===== src/rtl/port_cfg_pkg.sv =====
package port_cfg_pkg;

  localparam int DATA_W = 32;

  // Register reset values and writable-bit masks
  localparam logic [DATA_W-1:0] PRIO_RESET = 32'h6543_0210;
  localparam logic [DATA_W-1:0] PRIO_MASK  = 32'h7777_7777;

  // Control word layout
  localparam int LOCK_BIT = 31;
  localparam int MODE_LO  = 8;
  localparam int MODE_W   = 2;

  // Offset of the control word from a port base
  localparam int CTRL_OFS = 'h10;

  typedef enum logic [1:0] {
    SZ_BYTE  = 2'b00,
    SZ_HALF  = 2'b01,
    SZ_WORD  = 2'b10,
    SZ_BURST = 2'b11
  } accSize_e;

  typedef enum logic [1:0] {
    ARB_FIXED = 2'b00,
    ARB_ROUND = 2'b01
  } arbMode_e;

  // Strobes from control to datapath
  typedef struct packed {
    logic capture;  // latch write data of a new request
    logic wrPrio;   // commit priority write
    logic wrCtrl;   // commit control write
    logic rdEn;     // drive read data
    logic isCtrl;   // selected register is the control word
  } dpCtl_t;

endpackage


===== src/rtl/port_cfg_ctrl.sv =====
module port_cfg_ctrl
  import port_cfg_pkg::*;
#(
  parameter int NPORT  = 2,
  parameter int ADDR_W = 12,
  parameter logic [NPORT*ADDR_W-1:0] PORT_BASE = {12'h400, 12'h100},
  localparam int PIDX_W = (NPORT > 1) ? $clog2(NPORT) : 1
) (
  input  logic              clk,
  input  logic              rst_n,
  input  logic              reqValid,
  input  logic [ADDR_W-1:0] reqAddr,
  input  logic              reqWrite,
  input  logic              reqSuper,
  input  logic [1:0]        reqSize,
  input  logic [NPORT-1:0]  lockVec,
  output dpCtl_t            ctl,
  output logic [PIDX_W-1:0] portIdx,
  output logic              ackOut,
  output logic              errOut
);

  localparam logic [ADDR_W-1:0] CTRL_OFS_A = ADDR_W'(CTRL_OFS);

  typedef enum logic {ST_IDLE = 1'b0, ST_RESP = 1'b1} accState_e;

  accState_e        state;
  logic [ADDR_W-1:0] addrQ;
  logic              writeQ;
  logic              superQ;
  logic [1:0]        sizeQ;

  logic [NPORT-1:0]  hitPrio;
  logic [NPORT-1:0]  hitCtrl;
  logic              mapped;
  logic              isCtrl;
  logic              attrOk;
  logic              lockHit;
  logic              allowed;
  logic              inResp;
  logic              startReq;

  assign startReq = (state == ST_IDLE) && reqValid;

  // Request capture and two-cycle sequencing
  always_ff @(posedge clk or negedge rst_n) begin
    if (!rst_n) begin
      state  <= ST_IDLE;
      addrQ  <= '0;
      writeQ <= 1'b0;
      superQ <= 1'b0;
      sizeQ  <= SZ_BYTE;
    end else begin
      case (state)
        ST_IDLE: begin
          if (reqValid) begin
            state  <= ST_RESP;
            addrQ  <= reqAddr;
            writeQ <= reqWrite;
            superQ <= reqSuper;
            sizeQ  <= reqSize;
          end
        end
        default: state <= ST_IDLE;
      endcase
    end
  end

  // Per-port address comparators
  for (genvar gi = 0; gi < NPORT; gi++) begin : g_dec
    localparam logic [ADDR_W-1:0] BASE = PORT_BASE[gi*ADDR_W +: ADDR_W];
    assign hitPrio[gi] = (addrQ == BASE);
    assign hitCtrl[gi] = (addrQ == BASE + CTRL_OFS_A);
  end

  always_comb begin
    portIdx = '0;
    for (int i = 0; i < NPORT; i++) begin
      if (hitPrio[i] || hitCtrl[i]) portIdx = PIDX_W'(i);
    end
  end

  assign mapped  = |(hitPrio | hitCtrl);
  assign isCtrl  = |hitCtrl;
  assign attrOk  = superQ && (sizeQ == SZ_WORD);
  assign lockHit = lockVec[portIdx];
  assign allowed = mapped && attrOk && !(writeQ && lockHit);
  assign inResp  = (state == ST_RESP);

  assign ackOut = inResp && allowed;
  assign errOut = inResp && !allowed;

  always_comb begin
    ctl         = '0;
    ctl.capture = startReq;
    ctl.isCtrl  = isCtrl;
    ctl.wrPrio  = inResp && allowed && writeQ && !isCtrl;
    ctl.wrCtrl  = inResp && allowed && writeQ && isCtrl;
    ctl.rdEn    = inResp && allowed && !writeQ;
  end

endmodule


===== src/rtl/port_cfg_dp.sv =====
module port_cfg_dp
  import port_cfg_pkg::*;
#(
  parameter int NPORT = 2,
  localparam int PIDX_W = (NPORT > 1) ? $clog2(NPORT) : 1
) (
  input  logic                    clk,
  input  logic                    rst_n,
  input  dpCtl_t                  ctl,
  input  logic [PIDX_W-1:0]       portIdx,
  input  logic [DATA_W-1:0]       reqWdata,
  output logic [DATA_W-1:0]       rdata,
  output logic [NPORT*DATA_W-1:0] prioWord,
  output logic [NPORT*MODE_W-1:0] arbMode,
  output logic [NPORT-1:0]        lockVec
);

  logic [DATA_W-1:0] wdataQ;
  logic [DATA_W-1:0] prioQ [NPORT];
  logic [MODE_W-1:0] modeQ [NPORT];
  logic [NPORT-1:0]  lockQ;
  logic [DATA_W-1:0] ctrlWord [NPORT];

  always_ff @(posedge clk or negedge rst_n) begin
    if (!rst_n) wdataQ <= '0;
    else if (ctl.capture) wdataQ <= reqWdata;
  end

  always_ff @(posedge clk or negedge rst_n) begin
    if (!rst_n) begin
      for (int i = 0; i < NPORT; i++) begin
        prioQ[i] <= PRIO_RESET;
        modeQ[i] <= ARB_FIXED;
      end
      lockQ <= '0;
    end else begin
      for (int i = 0; i < NPORT; i++) begin
        if (portIdx == PIDX_W'(i)) begin
          if (ctl.wrPrio) prioQ[i] <= wdataQ & PRIO_MASK;
          if (ctl.wrCtrl) begin
            modeQ[i] <= wdataQ[MODE_LO +: MODE_W];
            lockQ[i] <= lockQ[i] | wdataQ[LOCK_BIT];
          end
        end
      end
    end
  end

  for (genvar gi = 0; gi < NPORT; gi++) begin : g_out
    always_comb begin
      ctrlWord[gi] = '0;
      ctrlWord[gi][LOCK_BIT] = lockQ[gi];
      ctrlWord[gi][MODE_LO +: MODE_W] = modeQ[gi];
    end
    assign prioWord[gi*DATA_W +: DATA_W] = prioQ[gi];
    assign arbMode[gi*MODE_W +: MODE_W]  = modeQ[gi];
  end

  assign lockVec = lockQ;

  always_comb begin
    rdata = '0;
    if (ctl.rdEn) rdata = ctl.isCtrl ? ctrlWord[portIdx] : prioQ[portIdx];
  end

endmodule


===== src/rtl/port_cfg_regs.sv =====
module port_cfg_regs
  import port_cfg_pkg::*;
#(
  parameter int NPORT  = 2,
  parameter int ADDR_W = 12,
  parameter logic [NPORT*ADDR_W-1:0] PORT_BASE = {12'h400, 12'h100}
) (
  input  logic                    clk,
  input  logic                    rst_n,
  input  logic                    reqValid,
  input  logic [ADDR_W-1:0]       reqAddr,
  input  logic                    reqWrite,
  input  logic                    reqSuper,
  input  logic [1:0]              reqSize,
  input  logic [DATA_W-1:0]       reqWdata,
  output logic                    ackOut,
  output logic                    errOut,
  output logic [DATA_W-1:0]       rdata,
  output logic [NPORT*DATA_W-1:0] prioWord,
  output logic [NPORT*MODE_W-1:0] arbMode
);

  localparam int PIDX_W = (NPORT > 1) ? $clog2(NPORT) : 1;

  dpCtl_t            ctl;
  logic [PIDX_W-1:0] portIdx;
  logic [NPORT-1:0]  lockVec;

  port_cfg_ctrl #(
    .NPORT(NPORT), .ADDR_W(ADDR_W), .PORT_BASE(PORT_BASE)
  ) u_ctrl (
    .clk(clk), .rst_n(rst_n), .reqValid(reqValid), .reqAddr(reqAddr),
    .reqWrite(reqWrite), .reqSuper(reqSuper), .reqSize(reqSize),
    .lockVec(lockVec), .ctl(ctl), .portIdx(portIdx),
    .ackOut(ackOut), .errOut(errOut)
  );

  port_cfg_dp #(.NPORT(NPORT)) u_dp (
    .clk(clk), .rst_n(rst_n), .ctl(ctl), .portIdx(portIdx),
    .reqWdata(reqWdata), .rdata(rdata), .prioWord(prioWord),
    .arbMode(arbMode), .lockVec(lockVec)
  );

endmodule


===== config.mk =====
export PLATFORM = sky130hd
export DESIGN_NAME = port_cfg_regs
export DESIGN_NICKNAME = d
export VERILOG_FILES = /design/src/rtl/port_cfg_pkg.sv /design/src/rtl/port_cfg_ctrl.sv /design/src/rtl/port_cfg_dp.sv /design/src/rtl/port_cfg_regs.sv
export SDC_FILE = /design/constraint.sdc
export NUM_CORES = 1
export LEC_CHECK = 0
export ABC_AREA = 0
export ABC_CLOCK_PERIOD_IN_PS = 4000
export BUFFER_PORTS_ARGS = -buffer_cell sky130_fd_sc_hd__buf_2
export CORE_AREA = 2 2 126 128
export CTS_CLUSTER_SIZE = 40
export DETAILED_ROUTE_END_ITERATION = 10
export DIE_AREA = 0 0 128 130
export PLACE_DENSITY = 0.5
export SYNTH_ARGS = -nofsm -noshare
export SYNTH_HDL_FRONTEND = slang
export SYNTH_SLANG_ARGS = --single-unit

===== constraint.sdc =====
create_clock -name clk -period 4 [get_ports clk]
set_input_delay 0 -clock clk [delete_from_list [all_inputs] [get_ports clk]]
set_output_delay 0 -clock clk [all_outputs]
set_load 0.02 [all_outputs]

* After elaboration in Yosys (flattened, before gate mapping) *
Cells that the tools add are included.

cells by class
  reduce and logical (&&, ||, !) cells = 23
  div/mod/pow operators = 0
  multipliers = 0
  bitwise logic cells = 6
  equality and inequality tests = 5
  shift-type cells = 0
  add/subtract/negate cells = 0
  muxes and demuxes = 13
  magnitude comparators = 2

operators with widths
  kind                                                                          count
  32-bit two-way mux                                                            7
  31-bit two-way mux                                                            1
  12-bit by 11-bit equality test with 1-bit output, second input constant       2
  12-bit by 9-bit equality test with 1-bit output, second input constant        2
  1-bit logical AND                                                             11
  2-bit AND reduction                                                           5
  1-bit two-way mux                                                             5
  1-bit zero test                                                               4
  2-bit OR reduction                                                            2
  2-bit equality test, second input constant                                    1
  2-bit >= comparator, second input constant                                    1
  1-bit by 2-bit less-than comparator with 1-bit output, second input constant  1
  1-bit NOT                                                                     2
  1-bit NOT with 2-bit output                                                   1
  1-bit OR                                                                      2
  2-bit OR                                                                      1
  1-bit logical OR                                                              1

word-level totals
  bits in read-only memories = 0
  memories kept = 0
  register bits after elaboration = 103
  latch bits = 0
  output and inout port bits = 102
  bits in writable memories = 0
  logic and storage cells = 61

* Logic depth before layout (Yosys ltp) *
Gate-level depths: netlist (run 1).

  depth in word-level cells = 12
  gate-level depth with buffers = 7
  mapped depth without buffers = 4

* Hierarchy *
Synthesis (run 1) repeated with hierarchy kept, for this count alone.

unflattened totals
  cell total of the unflattened synthesis = 317
  area total of the unflattened synthesis = 4,428.0 um^2

by module, submodules not included
  module         area an instance (um^2)  cells an instance  times used
  port_cfg_dp    3,656.0                  256                1
  port_cfg_ctrl  772.0                    61                 1

* Least setup slack after synthesis (run 1) *
No wires, ideal clock.

  path kind = reg2reg
  start = reg u_ctrl.addrQ[1]
  end = reg u_dp.prioQ, in the netlist u_dp.prioWord[10]
  stages on the path, launching flop included = 7
  clock period less this slack = 2.124 ns
  required time = 3.875 ns
  arrival = 1.999 ns
  path buffers = 2
  setup slack = 1.876 ns
  cells stage by stage = dfrtp_1 > nor4_4 > nand3_1 > or4b_1 > buf_6 > buf_12 > mux2_4

between the ends
  cells in the longest elaborated chain, start to end = 12
  elaborated cells between the ends (all ways) = 21

RTL lines
  element                                                                     RTL line                                  source
  from (decl)                                                                 port_cfg_ctrl.sv:28                       logic [ADDR_W-1:0] addrQ;
  from (signal assigned)                                                      port_cfg_ctrl.sv:58                       addrQ <= reqAddr;
  12-bit by 11-bit equality test with 1-bit output, on equally long branches  port_cfg_ctrl.sv:72, port_cfg_ctrl.sv:73
  1-bit logical OR                                                            port_cfg_ctrl.sv:79                       if (hitPrio[i] || hitCtrl[i]) portIdx = PIDX_W'(i);
  1-bit two-way mux                                                           port_cfg_ctrl.sv:79
  1-bit two-way mux (not written as such) (2 in series)                       port_cfg_ctrl.sv:86                       assign lockHit = lockVec[portIdx];
  1-bit logical AND                                                           port_cfg_ctrl.sv:87                       assign allowed = mapped && attrOk && !(writeQ && lockHit);
  1-bit zero test                                                             port_cfg_ctrl.sv:87
  1-bit logical AND                                                           port_cfg_ctrl.sv:87
  1-bit logical AND (3 in series)                                             port_cfg_ctrl.sv:97                       ctl.wrPrio = inResp && allowed && writeQ && !isCtrl;
  2-bit AND reduction (no source line) *                                      --
  to (signal, indexed assignment)                                             port_cfg_dp.sv:39                         if (ctl.wrPrio) prioQ[i] <= wdataQ & PRIO_MASK;
  to (decl)                                                                   port_cfg_dp.sv:19                         logic [DATA_W-1:0] prioQ [NPORT];

Every way passes the cells marked *; elsewhere a longest branch is shown, timed or not. The select of a mux whose other input is x is not followed.
A chain may end at the register's enable or synchronous reset.

* Worst setup path after layout (run 1) *
  start = reg u_ctrl.addrQ[1]
  end = out rdata[17]

between the ends
  cells in the longest elaborated chain, start to end = 11
  elaborated cells between the ends (all ways) = 23

RTL lines
  element                                                                     RTL line                                  source
  12-bit by 11-bit equality test with 1-bit output, on equally long branches  port_cfg_ctrl.sv:72, port_cfg_ctrl.sv:73
  1-bit logical OR                                                            port_cfg_ctrl.sv:79
  1-bit two-way mux                                                           port_cfg_ctrl.sv:79
  1-bit two-way mux (not written as such) (2 in series)                       port_cfg_ctrl.sv:86
  1-bit logical AND                                                           port_cfg_ctrl.sv:87
  1-bit zero test                                                             port_cfg_ctrl.sv:87
  1-bit logical AND                                                           port_cfg_ctrl.sv:87
  1-bit logical AND (2 in series)                                             port_cfg_ctrl.sv:99                       ctl.rdEn = inResp && allowed && !writeQ;
  32-bit two-way mux *                                                        port_cfg_dp.sv:63                         if (ctl.rdEn) rdata = ctl.isCtrl ? ctrlWord[portIdx] : prioQ[portIdx];
  to (decl)                                                                   port_cfg_regs.sv:18                       output logic [DATA_W-1:0] rdata,

Marked as above.

==> results.tsv, run 1 <==
stage	metric	value	unit
status	status	completed	
grt	antenna_found_initial	0	
drt	wl_per_cell	15.1	um
job	cap_violations	0	
logic_synthesis	synth_seq_cells	96	
layout	fillCellCount	1531	
drt	drc_errors	0	
power	leakagePower	0.00286	uW
power	ir_worst_vdd	0.195	mV
clock_tree	cts_setup_buffers	0	
clock_tree	numCtsBuffers	9	
layout	post-route-util	0.383	
sta	fin_crit	3.03	ns
drt	wl_met2	5050	um
logic_synthesis	synth_ff_type	dfrtp_1	
placed_design	dp_hpwl	7100	um
placed_design	place.gp.congestion	0.830	
critical_path	end_kind	primary output	
floorplanning	dieHeight	130	um
clock_tree	cts-root-buf	clkbuf_16	
clock_tree	cts_tree	done	
logic_synthesis	syn_area	4480	um2
clock_tree	cts_resized	0	
logic_synthesis	synth_edf_count	0	
clock_tree	clock_latency	0.34	ns
sta	post-route-period-util	0.758	
sta	timing.fmax	330	MHz
worst_hold_path	holdPathStages	4	
drt	top_layer	met4	
drt	drt_iter0_markers	59	
floorplanning	die_w	128	um
sta	drv_slew	0	
sta	hold_viol	0	
drt	wl_met3	525	um
logic_synthesis	ys_warn_count	0	
sta	max_slew_margin	0.287	
drt	wl	10700	um
floorplanning	core_area	15400	um2
logic_synthesis	synthArstFlopShare	1.00	
drt	wl_met1	4970	um
drt	routed_via_density	4.43	
critical_path	arrival	3.03	ns
layout	final_layout_size_suffix_gt1_frac	0.498	
clock_tree	clk_pin_slew	0.06	ns
grt	grt_pass1_vias	3137	
drt	dr.pass1.iters	4	
logic_synthesis	netlist_instances	353	
sta	finalSetupTns	0	ns
critical_path	cp_max_fo	22	
layout	regArea	2420	um2
power	powerDensity	367	nW/um2
layout	syn2layout_area_growth	31.9	%
layout	multiInputGateArea	1860	um2
critical_path	reg2reg_depth	4	
grt	grt_pass1_wl	17100	um
floorplanning	fp.dieArea	16600	um2
placed_design	portBuffers	122	
floorplanning	row_count	46	
critical_path	worstPathRequired	4.00	ns
grt	track_usage	0.135	
layout	nets	566	
worst_hold_path	hp-class	in2reg	
logic_synthesis	synth_cell_types	40	
sta	skew	0.00854	ns
floorplanning	start_util	0.291	
critical_path	critPathKind	reg2out	
drt	drt.antenna.violating_nets	0	
grt	grt_max_degree	71	
clock_tree	clock_sinks	96	
clock_tree	htreeDepth	3	
layout	diodes	0	
floorplanning	ios	153	
sta	grt_setup_unrepaired	false	
sta	worstMarginPinSlew	1.07	ns
grt	grt_overflow	0	
logic_synthesis	seq_area_frac_synth	0.541	
critical_path	critPathLaunchType	register	
clock_tree	cts_buffer_depth	2	
drt	vias	3156	
sta	setup_viol	0	
logic_synthesis	syn_avg_cell_area	12.7	um2
-- layout by cell type (no fill, tap or decap), types with 2 or more instances in the layout --
cell and instances:
buf_2 121, dfrtp_1 78, mux2_2 72, nand2_1 52, dlygate4sd3_1 42, conb_1 23
a21oi_1 22, mux2_4 20, dfstp_2 18, clkbuf_16 9, buf_4 7, nand3_1 5
nor3_1 3, and3_1 3, nor2b_1 3, o21ai_0 3, inv_6 3, nor2_1 2
a2111oi_0 2, a311oi_1 2, a21boi_0 2, inv_1 2, nor4_1 2, or4_1 2
clkinvlp_4 2
-- kinds of logic after synthesis --
group | Yosys count | share of synthesized area
buffers and inverters | 43 | 0.0645
XOR/XNOR | 2 | 0.00391
AO/OA/AOI/OAI | 34 | 0.0444
other | 1 | 0.000837
multiplexers | 93 | 0.250
flip-flops | 96 | 0.541
AND/OR/NAND/NOR | 84 | 0.0952
-- final timing paths --
path	from	endpoint	slack (ns)
max	u_ctrl.addrQ[1]$_DFFE_PN0P_	rdata[17]	0.97
min	reqValid	u_dp.wdataQ[31]$_DFFE_PN0P_	0.15
min in group asynchronous	rst_n	u_ctrl.superQ$_DFFE_PN0P_	0.33
min reg2reg	u_ctrl.sizeQ[0]$_DFFE_PN0P_	u_ctrl.sizeQ[0]$_DFFE_PN0P_	0.51
max reg2reg	u_ctrl.addrQ[1]$_DFFE_PN0P_	u_dp.prioWord[10]$_DFFE_PN0P_	1.23
max in group asynchronous	rst_n	u_dp.prioWord[58]$_DFFE_PN1P_	2.72
-- synthesized netlist by cell type, types with 2 or more instances --
cell	number	share of area
or4b_1	2	0.0045
nor4_1	2	0.0028
a21boi_0	2	0.0033
nor3_1	3	0.0033
a21oi_1	22	0.025
nor2_1	2	0.0017
dfrtp_1	78	0.44
and3_1	3	0.0042
buf_4	23	0.039
a311oi_1	2	0.0039
a2111oi_0	2	0.0039
nor2b_1	4	0.0056
nand2_1	52	0.044
or4_1	2	0.0033
mux2_2	72	0.18
mux2_4	20	0.067
o21ai_0	3	0.0033
buf_12	2	0.0089
inv_1	2	0.0017
dfstp_2	18	0.11
nand3_1	5	0.0056
clkbuf_1	14	0.012
-- stage by stage --
stage	worst slack, ns	hold slack, ns	instance area, um2	cells	power, uW
floorplan	1.88	-0.296	4560	375	1230
global placement	1.24	0.186	5190	654	1280
detailed placement	1.24	0.194	5190	654	1290
CTS	0.891	0.144	5910	712	2220
global route	0.721	0.198	5910	712	2290
finish	0.966	0.152	5910	712	2170
-- registers in the layout, indices dropped and copies added, names as in the netlist --
name,flops
u_dp.prioWord,48
u_dp.wdataQ,25
u_ctrl.addrQ,12
u_dp.arbMode,4
u_ctrl.sizeQ,2
u_dp.lockVec,2
u_ctrl.inResp,1
u_ctrl.superQ,1
u_ctrl.writeQ,1
-- routing by layer --
metal,global-route usage,vias up
li1,-,1512
met1,0.181,1542
met2,0.213,90
met3,0.0324,12
met4,0.0498,0
met5,0,-
-- power by group --
part / leakage, uW / switching (uW) / internal (uW)
clock: 0.000143 / 383 / 490
combinational: 0.00154 / 96.8 / 113
sequential: 0.00118 / 52.9 / 1030
-- critical path, stage by stage (launching register included) --
cell	delay (ns)
dfrtp_1	0.43
nor4_4	0.43
nand2_1	0.21
or4b_1	1.04
a21oi_1	0.37
buf_2	0.22
-- layout make-up --
type	count	share of cell area
Inverter	2	0.00127
Multi-Input combinational cell	236	0.314
Timing Repair Buffer	170	0.182
Clock buffer	9	0.0381
Tap cell	192	0.0406
Clock inverter	7	0.0129
Sequential cell	96	0.410
-- what timing repair did --
item	4_1_cts	5_1_grt
hold buffers	42	0
endpoints found under the hold margin	98	0
setup endpoints to repair	0	0
Note: power is estimated with default switching activity, not from simulation.
==> run 2: changes to the inputs <==
- ABC_CLOCK_PERIOD_IN_PS: 4000 -> 2600
- PLACE_DENSITY: 0.5 -> 0.51
- clock period: 4 -> 2.6 ns (I/O delays scaled with it)
==> results.tsv, run 2 (synthesized netlist as in run 1, its figures left out) <==
stage	metric	value	unit	change
status	status	completed		unchanged
floorplanning	fp.dieArea	16600	um2	unchanged
drt	routed_via_density	4.53		was 4.43
layout	diodes	0		unchanged
floorplanning	ios	153		unchanged
floorplanning	dieHeight	130	um	unchanged
clock_tree	clk_pin_slew	0.07	ns	was 0.06 ns
sta	max_slew_margin	0.599		was 0.287
grt	grt_pass1_wl	17300	um	was 17100 um
critical_path	critical_path.startpoint	u_ctrl.addrQ[2]$_DFFE_PN0P_		was u_ctrl.addrQ[1]$_DFFE_PN0P_
job	cap_violations	0		unchanged
floorplanning	start_util	0.291		unchanged
sta	drv_slew	0		unchanged
floorplanning	row_count	46		unchanged
sta	timing.fmax	407	MHz	
grt	grt_max_degree	43		was 71
sta	finalSetupTns	0	ns	unchanged
power	ir_worst_vdd	0.314	mV	was 0.195 mV
layout	syn2layout_area_growth	36.3	%	was 31.9%
layout	layout_commonest_cell	buf_2		unchanged
drt	vias	3259		was 3156
critical_path	crit_end	rdata[2]		was rdata[17]
sta	setup_viol	0		unchanged
layout	largest_reg_flops	48		unchanged
critical_path	worstPathRequired	2.60	ns	was 4.00 ns
clock_tree	numCtsBuffers	9		unchanged
clock_tree	clock_latency	0.35	ns	was 0.34 ns
placed_design	dpl.cell_count	661		was 654
drt	wl	11000	um	was 10700 um
layout	instances_no_fill	720		was 712
clock_tree	cts-root-buf	clkbuf_16		unchanged
layout	fillCellCount	1500		was 1531
critical_path	critPathLaunchType	register		unchanged
critical_path	cp_max_fo	21		was 22
placed_design	place.gp.congestion	0.771		was 0.830
drt	dr.pass1.iters	4		unchanged
worst_hold_path	hp-class	in2reg		unchanged
clock_tree	cts_tree	done		unchanged
critical_path	regToRegSetupSlack	0.22	ns	was 1.23 ns
sta	post-route-period-util	0.945		
grt	grt_overflow	0		unchanged
floorplanning	core_area	15400	um2	unchanged
sta	fin_crit	2.46	ns	
sta	worstMarginPinSlew	0.596	ns	was 1.07 ns
sta	grt_setup_unrepaired	false		unchanged
clock_tree	cts_buffer_depth	2		unchanged
critical_path	rr_startpoint	u_ctrl.addrQ[2]$_DFFE_PN0P_		was u_ctrl.addrQ[1]$_DFFE_PN0P_
placed_design	portBuffers	122		unchanged
critical_path	end_kind	primary output		unchanged
power	leakagePower	0.00296	uW	was 0.00286 uW
placed_design	dp_hpwl	7450	um	was 7100 um
critical_path	r2r-end	u_dp.prioWord[18]$_DFFE_PN0P_		was u_dp.prioWord[10]$_DFFE_PN0P_
critical_path	arrival	2.46	ns	was 3.03 ns
drt	drc_errors	0		unchanged
critical_path	critPathKind	reg2out		unchanged
drt	drt.antenna.violating_nets	0		unchanged
layout	final_cell_mix	116 x buf_2, 77 x dfrtp_1, 72 x mux2_2		was 121 x buf_2, 78 x dfrtp_1, 72 x mux2_2
sta	hold_viol	0		unchanged
power	powerDensity	601	nW/um2	was 367 nW/um2
clock_tree	htreeDepth	3		unchanged
layout	nets	574		was 566
critical_path	reg2reg_depth	6		was 4
grt	grt_pass1_vias	3185		was 3137
grt	antenna_found_initial	0		unchanged
grt	track_usage	0.137		was 0.135
layout	final_layout_size_suffix_gt1_frac	0.513		was 0.498
drt	drt_iter0_markers	96		was 59
drt	wl_per_cell	15.3	um	was 15.1 um
sta	skew	0.00991	ns	was 0.00854 ns
clock_tree	clock_sinks	96		unchanged
floorplanning	die_w	128	um	unchanged
==> run 2: per-layer routing <==
layer / track usage / up-vias / part of all wire
met5: 0 / - / 0
met4: 0.0569 / 0 / 0.022
met3: 0.0349 / 19 / 0.046
met2: 0.204 / 109 / 0.46
met1: 0.192 / 1599 / 0.48
li1: - / 1532 / -
==> run 2: area by class of cell <==
class	instances	area, um2	area share
sequential	96	2430	0.397
multi-input combinational	236	1870	0.306
timing repair buffer	178	1190	0.194
tap	192	240	0.0393
clock buffer	10	239	0.0391
clock inverter	6	138	0.0225
inverter	2	7.51	0.00123
==> run 2: worst min path at each step <==
stage	startpoint	endpoint	cells after the start
2_1_floorplan	rst_n	u_ctrl.addrQ[0]$_DFFE_PN0P_	0
3_3_place_gp	rst_n	u_dp.wdataQ[16]$_DFFE_PN0P_	1
3_5_place_dp	rst_n	u_dp.wdataQ[16]$_DFFE_PN0P_	1
4_1_cts	reqValid	u_dp.wdataQ[31]$_DFFE_PN0P_	3
5_1_grt	rst_n	u_dp.wdataQ[0]$_DFFE_PN0P_	2
6_report	reqValid	u_dp.wdataQ[31]$_DFFE_PN0P_	3
==> run 2: worst max-delay path, stage by stage (launching register included) <==
cell and delay (ns):
dfrtp_2 0.44, nor4_4 0.32, buf_4 0.20, nand2_2 0.08, or4b_4 0.54, buf_8 0.19, a21oi_1 0.16, buf_4 0.17
==> run 2: repair_timing <==
item / 4_1_cts / 5_1_grt
pin swaps: 0 / 1
setup endpoints to repair: 1 / 22
hold buffers: 42 / 0
buffers inserted: 0 / 1
endpoints found under the hold margin: 74 / 0
resized for setup: 1 / 11
==> run 2: where the power goes <==
part	leakage [uW]	internal, uW	total (uW)	switching (uW)
clock network	0.000184	1070	1650	575
logic	0.00160	188	345	157
registers	0.00118	1590	1680	85.4
total	0.00296	2850	3670	818
==> run 2: metrics by stage <==
step	utilization	instance area, um2	hold WS, ns	power, uW	worst slack, ns
finish	0.396	6110	0.139	3670	0.142
global route	0.396	6110	0.221	3850	0.0436
CTS	0.393	6070	0.128	3720	0.0309
detailed placement	0.341	5270	0.0236	2000	0.312
global placement	0.341	5270	0.0122	1980	0.338
floorplan	-	4560	-0.296	1890	0.476
